## config.mk

```make
export PLATFORM = sky130hd
export DESIGN_NAME = flash_wr_poll_seq
export DESIGN_NICKNAME = d
export VERILOG_FILES = /design/src/rtl/fwp_pkg.sv /design/src/rtl/fwp_bit_test.sv /design/src/rtl/fwp_streak_ctr.sv /design/src/rtl/fwp_poll_limiter.sv /design/src/rtl/fwp_gap_timer.sv /design/src/rtl/flash_wr_poll_seq.sv
export SDC_FILE = /design/constraint.sdc
export NUM_CORES = 1
export LEC_CHECK = 0
export ABC_AREA = 1
export ABC_CLOCK_PERIOD_IN_PS = 3500
export BUFFER_PORTS_ARGS = -buffer_cell sky130_fd_sc_hd__clkbuf_2
export CORE_AREA = 3 3 101 103
export DETAILED_ROUTE_END_ITERATION = 8
export DIE_AREA = 0 0 104 106
export PLACE_DENSITY = 0.72
export SLEW_MARGIN = 15
export SYNTH_ARGS = -nofsm -noshare
export SYNTH_HDL_FRONTEND = slang
export SYNTH_SLANG_ARGS = --single-unit
```

## constraint.sdc

```tcl
create_clock -name clk_i -period 3.5 [get_ports clk_i]
set_clock_uncertainty 0.05 [all_clocks]
set_input_delay 0.7 -clock clk_i [delete_from_list [all_inputs] [get_ports clk_i]]
set_output_delay 0.7 -clock clk_i [all_outputs]
set_load 0.01 [all_outputs]
```

## src/rtl/fwp_pkg.sv

```systemverilog
package fwp_pkg;
  typedef enum logic [1:0] {
    ST_IDLE = 2'd0,
    ST_SEND = 2'd1,
    ST_WAIT = 2'd2,
    ST_GAP  = 2'd3
  } poll_state_e;
endpackage

```

## src/rtl/fwp_bit_test.sv

```systemverilog
module fwp_bit_test #(
  parameter int DATA_W = 8,
  localparam int IDX_W = $clog2(DATA_W)
) (
  input  logic [DATA_W-1:0] data_i,
  input  logic [IDX_W-1:0]  idx_i,
  input  logic              pol_i,
  output logic              hit_o
);
  logic sel_bit;

  always_comb begin
    sel_bit = 1'b0;
    for (int i = 0; i < DATA_W; i++) begin
      if (idx_i == IDX_W'(i)) sel_bit = data_i[i];
    end
  end

  assign hit_o = (sel_bit == pol_i);
endmodule

```

## src/rtl/fwp_streak_ctr.sv

```systemverilog
module fwp_streak_ctr #(
  parameter int CNT_W = 8
) (
  input  logic             clk_i,
  input  logic             rst_ni,
  input  logic             clr_i,
  input  logic             upd_i,
  input  logic             hit_i,
  input  logic [CNT_W-1:0] need_i,
  output logic             reached_o
);
  logic [CNT_W-1:0] cnt_q;
  logic [CNT_W:0]   cnt_inc;
  logic [CNT_W:0]   need_eff;

  assign cnt_inc   = {1'b0, cnt_q} + {{CNT_W{1'b0}}, 1'b1};
  assign need_eff  = (need_i == '0) ? {{CNT_W{1'b0}}, 1'b1} : {1'b0, need_i};
  assign reached_o = upd_i && hit_i && (cnt_inc >= need_eff);

  always_ff @(posedge clk_i or negedge rst_ni) begin
    if (!rst_ni) begin
      cnt_q <= '0;
    end else if (clr_i) begin
      cnt_q <= '0;
    end else if (upd_i) begin
      if (!hit_i)         cnt_q <= '0;
      else if (!cnt_inc[CNT_W]) cnt_q <= cnt_inc[CNT_W-1:0];
    end
  end
endmodule

```

## src/rtl/fwp_poll_limiter.sv

```systemverilog
module fwp_poll_limiter #(
  parameter int LIMIT_W = 16
) (
  input  logic               clk_i,
  input  logic               rst_ni,
  input  logic               clr_i,
  input  logic               upd_i,
  input  logic               en_i,
  input  logic [LIMIT_W-1:0] limit_i,
  output logic               expire_o
);
  logic [LIMIT_W-1:0] cnt_q;
  logic [LIMIT_W:0]   cnt_inc;
  logic [LIMIT_W:0]   limit_eff;

  assign cnt_inc   = {1'b0, cnt_q} + {{LIMIT_W{1'b0}}, 1'b1};
  assign limit_eff = (limit_i == '0) ? {{LIMIT_W{1'b0}}, 1'b1} : {1'b0, limit_i};
  assign expire_o  = upd_i && en_i && (cnt_inc >= limit_eff);

  always_ff @(posedge clk_i or negedge rst_ni) begin
    if (!rst_ni) begin
      cnt_q <= '0;
    end else if (clr_i) begin
      cnt_q <= '0;
    end else if (upd_i && !cnt_inc[LIMIT_W]) begin
      cnt_q <= cnt_inc[LIMIT_W-1:0];
    end
  end
endmodule

```

## src/rtl/fwp_gap_timer.sv

```systemverilog
module fwp_gap_timer #(
  parameter int GAP_W = 8
) (
  input  logic             clk_i,
  input  logic             rst_ni,
  input  logic             load_i,
  input  logic [GAP_W-1:0] val_i,
  input  logic             run_i,
  output logic             zero_o
);
  logic [GAP_W-1:0] cnt_q;

  assign zero_o = (cnt_q == '0);

  always_ff @(posedge clk_i or negedge rst_ni) begin
    if (!rst_ni) begin
      cnt_q <= '0;
    end else if (load_i) begin
      cnt_q <= val_i;
    end else if (run_i && !zero_o) begin
      cnt_q <= cnt_q - GAP_W'(1);
    end
  end
endmodule

```

## src/rtl/flash_wr_poll_seq.sv

```systemverilog
module flash_wr_poll_seq
  import fwp_pkg::*;
#(
  parameter int          DATA_W     = 8,
  parameter int          CNT_W      = 8,
  parameter int          GAP_W      = 8,
  parameter int          LIMIT_W    = 16,
  parameter logic [7:0]  RST_OPCODE = 8'h05,
  localparam int         IDX_W      = $clog2(DATA_W)
) (
  input  logic               clk_i,
  input  logic               rst_ni,
  input  logic               start_i,
  input  logic               poll_off_i,
  input  logic               expiry_en_i,
  input  logic [DATA_W-1:0]  opcode_i,
  input  logic [IDX_W-1:0]   bit_sel_i,
  input  logic               polarity_i,
  input  logic [CNT_W-1:0]   need_cnt_i,
  input  logic [GAP_W-1:0]   gap_i,
  input  logic [LIMIT_W-1:0] max_polls_i,
  output logic               cmd_valid_o,
  output logic [DATA_W-1:0]  cmd_byte_o,
  input  logic               cmd_ready_i,
  input  logic               rsp_valid_i,
  input  logic [DATA_W-1:0]  rsp_byte_i,
  output logic               cs_o,
  output logic               busy_o,
  output logic               done_o,
  output logic               timeout_o
);
  poll_state_e        state_q, state_d;
  logic [DATA_W-1:0]  opcode_q;
  logic [IDX_W-1:0]   idx_q;
  logic               pol_q;
  logic [CNT_W-1:0]   need_q;
  logic [GAP_W-1:0]   gap_q;
  logic               exp_en_q;
  logic [LIMIT_W-1:0] max_q;
  logic               done_q, tmo_q;

  logic start_ok, rsp_fire, hit, reached, expire, gap_zero;

  assign start_ok = start_i && (state_q == ST_IDLE);
  assign rsp_fire = (state_q == ST_WAIT) && rsp_valid_i;

  // configuration is frozen for the whole poll sequence
  always_ff @(posedge clk_i or negedge rst_ni) begin
    if (!rst_ni) begin
      opcode_q <= DATA_W'(RST_OPCODE);
      idx_q    <= '0;
      pol_q    <= 1'b0;
      need_q   <= CNT_W'(1);
      gap_q    <= '0;
      exp_en_q <= 1'b0;
      max_q    <= '0;
    end else if (start_ok) begin
      opcode_q <= opcode_i;
      idx_q    <= bit_sel_i;
      pol_q    <= polarity_i;
      need_q   <= need_cnt_i;
      gap_q    <= gap_i;
      exp_en_q <= expiry_en_i;
      max_q    <= max_polls_i;
    end
  end

  fwp_bit_test #(.DATA_W(DATA_W)) u_bit_test (
    .data_i (rsp_byte_i),
    .idx_i  (idx_q),
    .pol_i  (pol_q),
    .hit_o  (hit)
  );

  fwp_streak_ctr #(.CNT_W(CNT_W)) u_streak (
    .clk_i     (clk_i),
    .rst_ni    (rst_ni),
    .clr_i     (start_ok),
    .upd_i     (rsp_fire),
    .hit_i     (hit),
    .need_i    (need_q),
    .reached_o (reached)
  );

  fwp_poll_limiter #(.LIMIT_W(LIMIT_W)) u_limiter (
    .clk_i    (clk_i),
    .rst_ni   (rst_ni),
    .clr_i    (start_ok),
    .upd_i    (rsp_fire),
    .en_i     (exp_en_q),
    .limit_i  (max_q),
    .expire_o (expire)
  );

  fwp_gap_timer #(.GAP_W(GAP_W)) u_gap (
    .clk_i  (clk_i),
    .rst_ni (rst_ni),
    .load_i (rsp_fire),
    .val_i  (gap_q),
    .run_i  (state_q == ST_GAP),
    .zero_o (gap_zero)
  );

  always_comb begin
    state_d = state_q;
    unique case (state_q)
      ST_IDLE: if (start_ok && !poll_off_i) state_d = ST_SEND;
      ST_SEND: if (cmd_ready_i)             state_d = ST_WAIT;
      ST_WAIT: if (rsp_valid_i)             state_d = (reached || expire) ? ST_IDLE : ST_GAP;
      ST_GAP:  if (gap_zero)                state_d = ST_SEND;
      default:                              state_d = ST_IDLE;
    endcase
  end

  always_ff @(posedge clk_i or negedge rst_ni) begin
    if (!rst_ni) begin
      state_q <= ST_IDLE;
      done_q  <= 1'b0;
      tmo_q   <= 1'b0;
    end else begin
      state_q <= state_d;
      done_q  <= (start_ok && poll_off_i) || (rsp_fire && reached);
      tmo_q   <= rsp_fire && !reached && expire;
    end
  end

  assign cmd_valid_o = (state_q == ST_SEND);
  assign cmd_byte_o  = opcode_q;
  assign cs_o        = (state_q == ST_SEND) || (state_q == ST_WAIT);
  assign busy_o      = (state_q != ST_IDLE);
  assign done_o      = done_q;
  assign timeout_o   = tmo_q;
endmodule

```

==> flow_summary.ini, run 1 <==
[status]
status = complete, no violations

[power_and_ir_drop]
p_seq_share_pct = 40.8
clkPwrFrac_pct = 18.3
p_sw_share_pct = 40.56
cell_internal_pwr_mw = 2.180
power_frac_comb_pct = 40.9
ir_drop_mv = 0.4220
p_switching_mw = 1.488
powerDensity_nw_per_um2 = 696.0
p_leak_nw = 2.822

[cells_and_area]
diodes = 0
syn2layout_area_growth_pct = 14.05
final_cells = 776
layout.nets = 733
final_util_pct = 56.77
final_common_cell = nand2_1
final_cell_mix = 142 x nand2_1, 94 x inv_1, 78 x dfrtp_1
drive_gt1_share_pct = 15.77

[grt]
overflow = 0
grt_pass1_wl_mm = 17.89
grt_use_total_pct = 19.85
antenna_found_initial = 0
grt_pass1_vias = 3950
grt_max_degree = 82

[cts]
clockRootBuffer = clkbuf_8
cts.sinks = 81
clk_pin_slew_ps = 90
holdBufCountCts = 0
cts_tree = yes
insertion_delay_ps = 360
cts_buffers = 9
post_cts.repair.setup_buffers = 0
cts_resized = 0
htree_levels = 3
cts.path.max_buffers = 2

[synth]
synth_compound_area_share_pct = 11.72
synth_cell_types = 37
synthTopCellsByArea = dfrtp_1 42%, nand2_1 12%, ha_1 8.7%, inv_1 7.7%, o21ai_0 5.0%
synth.avg_cell_area_um2 = 8.064
synth_fp_nets = 664
synth_top_area_cell = dfrtp_1
synth_fa_ha_area_share_pct = 8.665
yosysSeqAreaShare_pct = 43.95
netlist.area_leader.share_pct = 42.24
synth-xor-area-share_pct = 3.981
syn-instance-count = 573
synth_top_family_by_area = simple AND/OR/NAND/NOR gates
muxShareOfSynthArea_pct = 0.2166
ys_warn_count = 0
yosys_register_bits = 81
synth-simple-area-share_pct = 22.10
synth_area_um2 = 4621

[setup_path]
crit_arrival_ps = 3120
crit_path_max_fanout = 5
crit_required_ps = 3710
startpoint_type = register
end_kind = register
crit_type = reg2reg
crit_path_start = u_limiter.cnt_q[0]
reg2reg_from = u_limiter.cnt_q[0]

[routing]
ant_nets = 0
wirelength_mm = 10.12
avgRoutedWirePerCell_um = 13.04
drc_errors = 0
firstDrtPassIters = 4
vias = 3910
vias_per_cell = 5.039
drt_iter0_drc = 161

[timing]
fin_crit_sh_pct = 83.09
setup_viol = 0
slew_headroom_pct = 32.01
slew_viol_final = 0
hold_violations = 0
layout_setup_ws_ps = 591.8
tns_ps = 0
rsz0062_at_grt = no
fin_crit_ps = 2908
tightest_slew_ps = 1020
holdWs_ps = 419.9
max_freq_ghz = 0.3439

[die]
fp.dieH_um = 106
start_util_pct = 49.77
dieWidth_um = 104
io_pins = 72
core_um2 = 9284
row_count = 35
dieArea_um2 = 11020

[min_path]
hold_start = cmd_byte_o[2]
worstHoldPathType = reg2reg

[place]
io_buffer_count = 71
place_ws_ps = 641.1
dpl.cell_count = 760
gp_congestion = 0.8272
hpwlAfterDp_mm = 7.593

[job]
max-cap-violations = 0
layer usage:
layer	wire length [um]	GRT usage, %
met5	0	0
met4	212	7.407
met3	458	5.039
met2	4820	33.19
met1	4625	24.88
synth_stat cells:
cell type	instances
clkbuf_1	12
o221ai_1	7
xnor2_1	2
o2111ai_1	1
o21ai_0	46
nor4_1	8
nor2_1	23
nor3_2	1
ha_1	32
a31oi_1	1
nand4_1	10
nand3b_1	2
a21o_1	1
o211ai_1	2
or2_2	1
nand2_2	2
inv_1	95
nor4_4	1
o21ai_1	2
nand2_1	142
nor2_2	3
nand3_1	29
nand4_2	1
buf_6	2
buf_2	1
a21oi_1	22
nor3b_1	1
dfstp_2	3
nor3_1	8
o22ai_1	9
o21ai_2	1
xor2_1	19
inv_2	1
a41o_1	2
o21bai_1	1
mux2i_1	1
dfrtp_1	78
through the flow:
stage	total power, mW	area [um2]
floorplan	2.599	4621
global placement	2.959	5082
detailed placement	3.024	5082
CTS	3.706	5270
global route	4.055	5270
finish	3.668	5270
area by class of cell:
| type | count | area (um2) |
|---|---|---|
| fill | 885 | 4014 |
| multi-input combinational | 381 | 2157 |
| sequential | 81 | 2031 |
| timing repair buffer | 73 | 372.9 |
| inverter | 96 | 360.3 |
| tap | 129 | 161.4 |
| clock buffer | 11 | 131.4 |
| clock inverter | 5 | 56.30 |
logic make-up after synthesis:
group | count (synthesis)
multiplexers | 1
flip-flops | 81
buffers and inverters | 111
XOR/XNOR | 21
AND/OR/NAND/NOR | 232
adder cells (fa/ha/maj) | 32
AO/OA/AOI/OAI | 95
worst max-delay path, stage by stage (launching register included):
cell and delay, ps:
dfrtp_1 420, ha_1 190, nand2_1 70, inv_2 80, nand2_1 110, nor4_1 370
xor2_1 240, inv_1 70, ha_1 320, nand2_1 70, nor2_1 160, nand4_1 120
nor2_1 110, nor2_1 60, nand3_1 70, nand2_1 70, nand2_1 70, nand2_1 50
nand2_1 50, nand2_1 40
path summary, 6_finish.rpt:
path	to	slack (ps)	depth (start not counted)
max	state_q[1]	590	19
min in group asynchronous	cmd_byte_o[4]	430	1
min	cmd_byte_o[2]	420	2
max reg2reg	state_q[1]	590	19
max in group asynchronous	u_limiter.cnt_q[5]	2270	1
min reg2reg	cmd_byte_o[2]	420	2
power by group through the flow:
stage | Combinational [mW] | Clock, mW | Sequential, mW
after detailed placement | 1.52 | 0 | 1.51
after global placement | 1.46 | 0 | 1.50
final | 1.50 | 0.671 | 1.50
after global routing | 1.78 | 0.738 | 1.54
after CTS | 1.52 | 0.690 | 1.49
after floorplan | 1.13 | 0 | 1.47
sequential cells by signal, indices dropped and copies added (netlist names):
register	count
need_q	8
u_limiter.cnt_q	16
u_streak.cnt_q	8
gap_q	8
exp_en_q	1
idx_q	3
u_gap.cnt_q	8
timeout_o	1
done_o	1
cmd_byte_o	8
max_q	16
pol_q	1
state_q	2
Power figures use the tool's default switching activity.
==> run 2, diff against run 1 <==
- ABC_CLOCK_PERIOD_IN_PS: 3500 -> 2600
- PLACE_DENSITY: 0.72 -> 0.75
- clock period: 3.5 -> 2.6 ns (I/O delays scaled with it)
==> run 2 against run 1 <==
Compared with the run above:
- the run now ends with negative setup slack left
- sequential power grew 35%
- clock-buffer cell count shrank 1
- sequential share of layout area shrank 3.6 points
- die area unchanged
- critical path depth shrank 2
- final area rose by 10%
- critical path type unchanged
- critical endpoint is now state_q[0]
- largest power group is now combinational cells
==> flow_summary.ini, run 2 (synthesis gave the netlist of run 1 again) <==
[routing]
vias = 4194
vias_per_cell = 5.171
drt_iter0_drc = 231
drc_errors = 0
wirelength_mm = 11.25
firstDrtPassIters = 5
avgRoutedWirePerCell_um = 13.87
ant_nets = 0

[power_and_ir_drop]
ir_drop_mv = 0.5136
p_leak_nw = 3.044
powerDensity_nw_per_um2 = 920.3

[cts]
cts_buffers = 9
cts.path.max_buffers = 2
clk_pin_slew_ps = 90
insertion_delay_ps = 360
cts.sinks = 81
htree_levels = 3
clockRootBuffer = clkbuf_8
cts_tree = yes

[place]
hpwlAfterDp_mm = 8.027
io_buffer_count = 71
dpl.cell_count = 782
gp_congestion = 0.8936

[timing]
fin_crit_ps = 2980
holdWs_ps = 278.9
tns_ps = -982.1
slew_viol_final = 0
slew_headroom_pct = 53.44
setup_viol = 3
tightest_slew_ps = 697.8
layout_setup_ws_ps = -380.1
rsz0062_at_grt = yes
max_freq_ghz = 0.3356
hold_violations = 0
fin_crit_sh_pct = 114.6

[grt]
antenna_found_initial = 0
grt_max_degree = 75
grt_pass1_wl_mm = 18.24
grt_pass1_vias = 4055
grt_use_total_pct = 20.13
overflow = 0

[setup_path]
crit_arrival_ps = 3190
crit_path_max_fanout = 3
startpoint_type = register
end_kind = register
crit_type = reg2reg
crit_required_ps = 2810

[status]
failed_checks = negative setup slack
status = finished with violations

[die]
io_pins = 72
dieWidth_um = 104
dieArea_um2 = 11020
fp.dieH_um = 106
core_um2 = 9284
row_count = 35
start_util_pct = 49.77

[job]
max-cap-violations = 0

[cells_and_area]
drive_gt1_share_pct = 24.34
layout.nets = 768
diodes = 0
fillerInstances = 815
final_cells = 811
largestRegisters = max_q x16, u_limiter.cnt_q x16
final_common_cell = nand2_1
syn2layout_area_growth_pct = 25.91
final_cell_mix = 137 x nand2_1, 93 x inv_1, 77 x dfrtp_1

[min_path]
worstHoldPathType = in2reg
-- run 2: changes by cell type in the layout (fill, tap and decap cells not counted), moves of 4 or more --
cell / before / now
buf_4: 3 / 34
nand2_1: 142 / 137
ha_4: 0 / 4
a21oi_2: 0 / 5
nand2_2: 2 / 7
a21oi_1: 22 / 17
nor2_4: 0 / 4
ha_1: 32 / 27
-- run 2: area by class of cell --
| type | count | area, um2 | area share, % |
|---|---|---|---|
| Inverter | 96 | 362.8 | 6.237 |
| Multi-Input combinational cell | 381 | 2376 | 40.84 |
| Clock buffer | 10 | 137.6 | 2.366 |
| Clock inverter | 6 | 90.09 | 1.548 |
| Timing Repair Buffer | 108 | 658.1 | 11.31 |
| Sequential cell | 81 | 2032 | 34.92 |
| Tap cell | 129 | 161.4 | 2.774 |
-- run 2: final timing paths --
kind                                    start                  to  slack [ps]  cells after the start
max                        u_limiter.cnt_q[0]          state_q[0]        -380                     17
min                               opcode_i[2]       cmd_byte_o[2]         280                      3
max reg2reg                u_limiter.cnt_q[0]          state_q[0]        -380                     17
min reg2reg                     cmd_byte_o[2]       cmd_byte_o[2]         420                      2
max in group asynchronous              rst_ni  u_limiter.cnt_q[5]        1400                      3
min in group asynchronous              rst_ni       cmd_byte_o[3]         510                      2
-- run 2: critical path, cell delays in order, from the launching register on --
cell and delay (ps):
dfrtp_1 380, buf_6 120, nand3_4 80, nor2_4 140, nand4_1 130, nor4_4 270, nand2_1 100, xor2_1 250
inv_1 120, ha_4 290, nand4_1 120, nor4_1 280, nand2_1 90, nand3_1 140, nand2_2 80, nand2_2 70
buf_4 100, a21oi_2 40
-- run 2: per-layer routing --
metal	vias to the layer above	share of wire, %	global-route usage (%)
li1	2070	-	-
met1	1988	42	25.27
met2	111	51	34.31
met3	25	5.2	4.311
met4	0	2.1	7.407
met5	-	0	0
-- run 2: repair_timing --
| action | in CTS | in global routing |
|---|---|---|
| pin swaps | 16 | 19 |
| buffers inserted | 5 | 7 |
| setup endpoints to repair | 3 | 4 |
| hold buffers | 1 | 0 |
| resized for setup | 10 | 31 |
| hold endpoints to repair | 11 | 0 |
-- run 2: power breakdown --
part | switching, mW | total (mW) | internal, mW
Sequential | 0.292 | 2.02 | 1.73
Clock | 0.487 | 1.06 | 0.570
Combinational | 1.38 | 2.28 | 0.900
Total | 2.16 | 5.35 | 3.20
-- run 2: stage by stage --
stage	total power, mW	worst slack [ps]	instance area (um2)	utilization (%)
global route	5.821	-649.1	5818	62.67
detailed placement	4.162	-251.7	5260	56.66
finish	5.355	-380.1	5818	62.67
global placement	4.029	-60.08	5260	56.66
CTS	5.276	-175.1	5593	60.24
floorplan	3.499	55.58	4621	-
